--- config.mk ---
export PLATFORM = sky130hd
export DESIGN_NAME = irq_flag_reg
export DESIGN_NICKNAME = d
export VERILOG_FILES = /design/src/rtl/irq_flag_pkg.sv /design/src/rtl/irq_flag_bank.sv /design/src/rtl/irq_mask_reg.sv /design/src/rtl/irq_rd_mux.sv /design/src/rtl/irq_flag_reg.sv
export SDC_FILE = /design/constraint.sdc
export NUM_CORES = 1
export LEC_CHECK = 0
export BUFFER_PORTS_ARGS = -buffer_cell sky130_fd_sc_hd__buf_2
export CORE_MARGIN = 5
export CORE_UTILIZATION = 30
export CTS_CLUSTER_SIZE = 24
export DETAILED_ROUTE_END_ITERATION = 12
export GPL_TIMING_DRIVEN = 1
export PLACE_DENSITY = 0.65
export SLEW_MARGIN = 40
export SYNTH_ARGS = -nofsm -noshare
export SYNTH_HDL_FRONTEND = slang
export SYNTH_HIERARCHICAL = 1
export SYNTH_SLANG_ARGS = --single-unit
--- constraint.sdc ---
create_clock -name clk -period 1.4 [get_ports clk]
set_input_delay 0.14 -clock clk [delete_from_list [all_inputs] [get_ports clk]]
set_output_delay 0.14 -clock clk [all_outputs]
set_load 0.005 [all_outputs]
--- src/rtl/irq_flag_pkg.sv ---
package irq_flag_pkg;
   typedef enum logic {
      ACK_ON_READ    = 1'b0,
      ACK_WRITE_ONES = 1'b1
   } ack_mode_e;

   localparam int unsigned STATUS_ADDR = 0;
   localparam int unsigned ENABLE_ADDR = 1;
endpackage

--- src/rtl/irq_flag_bank.sv ---
module irq_flag_bank #(
   parameter int unsigned NUM_SRC = 7
) (
   input  logic               clk,
   input  logic               rst_n,
   input  logic [NUM_SRC-1:0] evt,
   input  logic [NUM_SRC-1:0] clr,
   output logic [NUM_SRC-1:0] flags_q
);
   // One sticky cell per source; a new event takes priority over a clear.
   for (genvar i = 0; i < NUM_SRC; i++) begin : g_cell
      always_ff @(posedge clk or negedge rst_n) begin
         if (!rst_n)
            flags_q[i] <= 1'b0;
         else if (evt[i])
            flags_q[i] <= 1'b1;
         else if (clr[i])
            flags_q[i] <= 1'b0;
      end
   end
endmodule

--- src/rtl/irq_mask_reg.sv ---
module irq_mask_reg #(
   parameter int unsigned NUM_SRC = 7,
   parameter int unsigned DATA_W  = 8
) (
   input  logic               clk,
   input  logic               rst_n,
   input  logic               wr_en,
   input  logic [DATA_W-1:0]  wdata,
   output logic [NUM_SRC-1:0] mask_q
);
   localparam int unsigned SEL_BIT = DATA_W - 1;

   logic [NUM_SRC-1:0] bits;
   logic [NUM_SRC-1:0] mask_d;

   assign bits = wdata[NUM_SRC-1:0];

   always_comb begin
      if (wdata[SEL_BIT])
         mask_d = mask_q | bits;
      else
         mask_d = mask_q & ~bits;
   end

   always_ff @(posedge clk or negedge rst_n) begin
      if (!rst_n)
         mask_q <= '0;
      else if (wr_en)
         mask_q <= mask_d;
   end
endmodule

--- src/rtl/irq_rd_mux.sv ---
module irq_rd_mux #(
   parameter int unsigned NUM_SRC = 7,
   parameter int unsigned DATA_W  = 8
) (
   input  logic               sel_status,
   input  logic               sel_enable,
   input  logic [NUM_SRC-1:0] flags,
   input  logic [NUM_SRC-1:0] mask,
   input  logic               pending,
   output logic [DATA_W-1:0]  rdata
);
   always_comb begin
      rdata = '0;
      if (sel_status) begin
         rdata[NUM_SRC-1:0] = flags;
         rdata[DATA_W-1]    = pending;
      end else if (sel_enable) begin
         rdata[NUM_SRC-1:0] = mask;
      end
   end
endmodule

--- src/rtl/irq_flag_reg.sv ---
module irq_flag_reg
   import irq_flag_pkg::*;
#(
   parameter int unsigned NUM_SRC  = 7,
   parameter int unsigned DATA_W   = 8,
   parameter int unsigned ADDR_W   = 1,
   parameter ack_mode_e   ACK_MODE = ACK_ON_READ
) (
   input  logic               clk,
   input  logic               rst_n,
   input  logic [ADDR_W-1:0]  bus_addr,
   input  logic               bus_rd,
   input  logic               bus_wr,
   input  logic [DATA_W-1:0]  bus_wdata,
   output logic [DATA_W-1:0]  bus_rdata,
   input  logic [NUM_SRC-1:0] evt_i,
   output logic               irq_n_o
);
   localparam logic [ADDR_W-1:0] A_STATUS = ADDR_W'(STATUS_ADDR);
   localparam logic [ADDR_W-1:0] A_ENABLE = ADDR_W'(ENABLE_ADDR);

   if (NUM_SRC < 1 || NUM_SRC > DATA_W - 1) begin : g_bad_src
      $error("NUM_SRC must lie in 1..DATA_W-1");
   end
   if (ADDR_W < 1) begin : g_bad_addr
      $error("ADDR_W must be at least 1");
   end

   logic               sel_status;
   logic               sel_enable;
   logic [NUM_SRC-1:0] clr;
   logic [NUM_SRC-1:0] flags_q;
   logic [NUM_SRC-1:0] mask_q;
   logic               pending;

   assign sel_status = (bus_addr == A_STATUS);
   assign sel_enable = (bus_addr == A_ENABLE);

   if (ACK_MODE == ACK_ON_READ) begin : g_ack_rd
      assign clr = {NUM_SRC{bus_rd & sel_status}};
   end else begin : g_ack_w1
      assign clr = (bus_wr & sel_status) ? bus_wdata[NUM_SRC-1:0] : '0;
   end

   irq_flag_bank #(.NUM_SRC(NUM_SRC)) u_bank (
      .clk     (clk),
      .rst_n   (rst_n),
      .evt     (evt_i),
      .clr     (clr),
      .flags_q (flags_q)
   );

   irq_mask_reg #(.NUM_SRC(NUM_SRC), .DATA_W(DATA_W)) u_mask (
      .clk    (clk),
      .rst_n  (rst_n),
      .wr_en  (bus_wr & sel_enable),
      .wdata  (bus_wdata),
      .mask_q (mask_q)
   );

   assign pending = |(flags_q & mask_q);
   assign irq_n_o = ~pending;

   irq_rd_mux #(.NUM_SRC(NUM_SRC), .DATA_W(DATA_W)) u_rd (
      .sel_status (sel_status),
      .sel_enable (sel_enable),
      .flags      (flags_q),
      .mask       (mask_q),
      .pending    (pending),
      .rdata      (bus_rdata)
   );
endmodule

==> run_summary.xml <==
<?xml version="1.0" encoding="UTF-8"?>
<metrics>
  <group name="status">
    <metric name="run_status" unit="">finished, violations left</metric>
    <metric name="violations" unit="">setup timing</metric>
  </group>
  <group name="synthesis">
    <metric name="post_synth_and_or_nand_nor_area_fraction" unit="%">12.5</metric>
    <metric name="synth.ff_latch_count" unit="">14</metric>
    <metric name="syn_area_per_cell" unit="um^2">10.8</metric>
    <metric name="synthesis.yosys.warnings" unit="">6</metric>
    <metric name="sequential_area_share_after_synthesis" unit="%">50.9</metric>
    <metric name="main_combinational_cell_family_by_area_after_synthesis" unit="">compound AO/OA/AOI/OAI gates</metric>
    <metric name="yosysUniqueCellTypes" unit="">16</metric>
    <metric name="synthXorXnorAreaFrac" unit="%">0</metric>
    <metric name="adder_cell_share_of_the_synthesized_area" unit="%">0</metric>
    <metric name="synth_cells" unit="">64</metric>
    <metric name="synth_compound_area_share" unit="%">19.1</metric>
    <metric name="synth.cell_area" unit="um^2">688</metric>
    <metric name="mapped_nets" unit="">84</metric>
    <metric name="yosys-mux-area-fraction" unit="%">11.5</metric>
  </group>
  <group name="route">
    <metric name="routed_length_per_instance" unit="um">12.6</metric>
    <metric name="drc_errors" unit="">0</metric>
    <metric name="ant_nets" unit="">0</metric>
    <metric name="detail_route.vias_per_cell" unit="">4.56</metric>
    <metric name="first_iter_violations" unit="">12</metric>
    <metric name="dr.pass1.iters" unit="">4</metric>
    <metric name="finalWirelength" unit="um">1590</metric>
    <metric name="detailroute.via_count" unit="">574</metric>
  </group>
  <group name="finish">
    <metric name="utilization" unit="%">41.7</metric>
    <metric name="most_frequent_standard_cell_in_the_layout_excluding_fill_and_tap_cells" unit="">sky130_fd_sc_hd__buf_2</metric>
    <metric name="post-route-cell-area" unit="um^2">915</metric>
    <metric name="nets" unit="">120</metric>
    <metric name="layout_common_cells" unit="">sky130_fd_sc_hd__buf_2 (27), sky130_fd_sc_hd__dfrtp_1 (14), sky130_fd_sc_hd__nand2_1 (11), sky130_fd_sc_hd__inv_1 (8)</metric>
    <metric name="fillers" unit="">222</metric>
    <metric name="antennaDiodeCount" unit="">0</metric>
    <metric name="syn_to_final_growth" unit="%">32.9</metric>
    <metric name="layout_cell_share_with_drive_strength_beyond_1" unit="%">36.7</metric>
    <metric name="instances_no_fill" unit="">126</metric>
  </group>
  <group name="grt">
    <metric name="first_pass_grt_wire_length" unit="um">2700</metric>
    <metric name="grt-ovfl-total" unit="">0</metric>
    <metric name="number_of_global_route_vias_before_repair" unit="">599</metric>
    <metric name="global_route.usage.total" unit="%">10.4</metric>
    <metric name="pin_count_of_the_biggest_net_entering_global_routing" unit="">15</metric>
    <metric name="antenna_found_initial" unit="">0</metric>
  </group>
  <group name="power_and_ir_drop">
    <metric name="p_clk_share" unit="%">23.1</metric>
    <metric name="power.share.sequential" unit="%">54.3</metric>
    <metric name="net-switching-power" unit="uW">242</metric>
    <metric name="p_int" unit="uW">676</metric>
    <metric name="finalPower" unit="uW">917</metric>
    <metric name="power_density" unit="nW/um^2">1000</metric>
    <metric name="vdd_ir_drop_max" unit="mV">0.372</metric>
    <metric name="power.leakage" unit="uW">0.000453</metric>
    <metric name="switching_share" unit="%">26.3</metric>
    <metric name="share_comb_of_total_power" unit="%">22.6</metric>
  </group>
  <group name="floorplanning">
    <metric name="io_pins" unit="">29</metric>
    <metric name="die_y" unit="um">57.9</metric>
    <metric name="initial_core_util" unit="%">31.4</metric>
    <metric name="design.core.area" unit="um^2">2190</metric>
    <metric name="floorplan.die.width" unit="um">57.9</metric>
    <metric name="rows" unit="">17</metric>
    <metric name="fp.dieArea" unit="um^2">3350</metric>
  </group>
  <group name="sta">
    <metric name="setup_viol" unit="">2</metric>
    <metric name="final_worst_path_period_share" unit="%">114</metric>
    <metric name="fmaxAchievable" unit="MHz">624</metric>
    <metric name="finalMaxSlewViolations" unit="">0</metric>
    <metric name="hold_viol_final" unit="">0</metric>
    <metric name="timing.clock.skew" unit="ns">0</metric>
    <metric name="final_worst_path_setup_slack" unit="ns">-0.202</metric>
    <metric name="slew_at_the_pin_closest_to_its_max_slew_limit" unit="ns">0.505</metric>
    <metric name="rsz0062_at_grt" unit="">true</metric>
    <metric name="slew_headroom" unit="%">66.2</metric>
    <metric name="timing.final.crit_period" unit="ns">1.60</metric>
  </group>
  <group name="clocking">
    <metric name="clkSlewWorstSetupHoldPaths" unit="ns">0.08</metric>
    <metric name="htreeDepth" unit="">1</metric>
    <metric name="clock_insertion_delay_worst_skew" unit="ns">0.26</metric>
    <metric name="ctsLongestPathBuffers" unit="">2</metric>
    <metric name="tritoncts" unit="">done</metric>
    <metric name="cts_made_buffers" unit="">3</metric>
    <metric name="clkSinkCount" unit="">14</metric>
    <metric name="ctsRootBufferMaster" unit="">sky130_fd_sc_hd__clkbuf_4</metric>
  </group>
  <group name="worst_setup_path">
    <metric name="critical_path.endpoint_type" unit="">output pin</metric>
    <metric name="worst_ep_arrival_time" unit="ns">1.46</metric>
    <metric name="crit_fanout" unit="">2</metric>
    <metric name="worstPathRequired" unit="ns">1.26</metric>
    <metric name="crit_path_start_kind" unit="">register</metric>
    <metric name="path_class" unit="">reg2out</metric>
  </group>
  <group name="placed_design">
    <metric name="post_dp_cell_area" unit="um^2">852</metric>
    <metric name="post-place-ws" unit="ns">0.0469</metric>
    <metric name="gp_congestion" unit="">0.718</metric>
    <metric name="place.port_buffers" unit="">28</metric>
    <metric name="dpl.cell_count" unit="">119</metric>
    <metric name="hpwl" unit="um">1230</metric>
  </group>
  <group name="worst_hold_path">
    <metric name="hold_crit_path_type" unit="">in2reg</metric>
    <metric name="timing.hold.worst.start" unit="">evt_i[5]</metric>
  </group>
  <group name="run">
    <metric name="maxCapViolCount" unit="">0</metric>
  </group>
</metrics>
power by group through the flow:
stage / sequential (uW) / clock, uW / combinational (uW)
after floorplan: 493 / 0 / 108
after global placement: 504 / 0 / 178
after detailed placement: 507 / 0 / 181
after CTS: 496 / 223 / 202
after global routing: 505 / 239 / 234
final: 498 / 212 / 208
cell type report:
cell class,count,area [um^2],share of cell area (%)
Sequential cell,14,350,38.3
Inverter,8,30.0,3.28
Tap cell,28,35.0,3.83
Multi-Input combinational cell,41,298,32.6
Clock buffer,3,22.5,2.46
Timing Repair Buffer,32,179,19.6
timing repair:
| action | CTS | global route |
|---|---|---|
| hold buffers | 1 | 0 |
| resized for setup | 2 | 0 |
| endpoints found under the hold margin | 14 | 0 |
| buffers inserted | 2 | 1 |
| setup endpoints to repair | 2 | 2 |
| pin swaps | 2 | 3 |
Yosys cell counts, drive strengths merged:
library cell,instances,area (um^2)
a21o,7,52.6
a222oi,1,10.0
a22o,5,43.8
a22oi,2,15.0
and2,2,13.8
and3,1,6.26
buf,1,11.3
dfrtp,14,350
inv,8,30.0
mux2,7,78.8
nand2,11,41.3
nand3,1,5.00
nor2b,2,20.0
o21ai,2,10.0
metal layers:
layer  vias up  share of wire, %  track usage [%]
met5         -                 0                0
met2        21                47             17.3
met4         0               1.8             5.96
li1        289                 -                -
met1       262                44             12.5
met3         2               7.7             1.78
cells by family after synthesis:
group,count (synthesis)
buffers and inverters,9
multiplexers,7
AND/OR/NAND/NOR,17
flip-flops,14
AO/OA/AOI/OAI,17
worst max-delay path, stage by stage (launching register included):
cell and delay (ns):
sky130_fd_sc_hd__dfrtp_1 0.38, sky130_fd_sc_hd__a222oi_1 0.41, sky130_fd_sc_hd__nand3_1 0.12, sky130_fd_sc_hd__and2_4 0.18, sky130_fd_sc_hd__buf_6 0.10
through the flow:
step                      hold slack (ns)  TNS (ns)
final                              0.0476    -0.306
after global routing               0.0381    -0.548
after CTS                          0.0400    -0.309
after detailed placement           0.0505         0
after global placement             0.0430         0
after floorplan                    -0.156         0
worst paths after layout:
kind                                      to  slack (ns)  cells after the start
max reg2reg                         register        0.36                      3
min                        u_bank/flags_q[5]        0.05                      2
max in group asynchronous  u_bank/flags_q[4]        0.86                      2
min in group asynchronous  u_bank/flags_q[6]        0.30                      2
min reg2reg                u_bank/flags_q[5]        0.51                      1
max                             bus_rdata[7]       -0.20                      4
No activity file was read; power rests on OpenSTA's default activity.
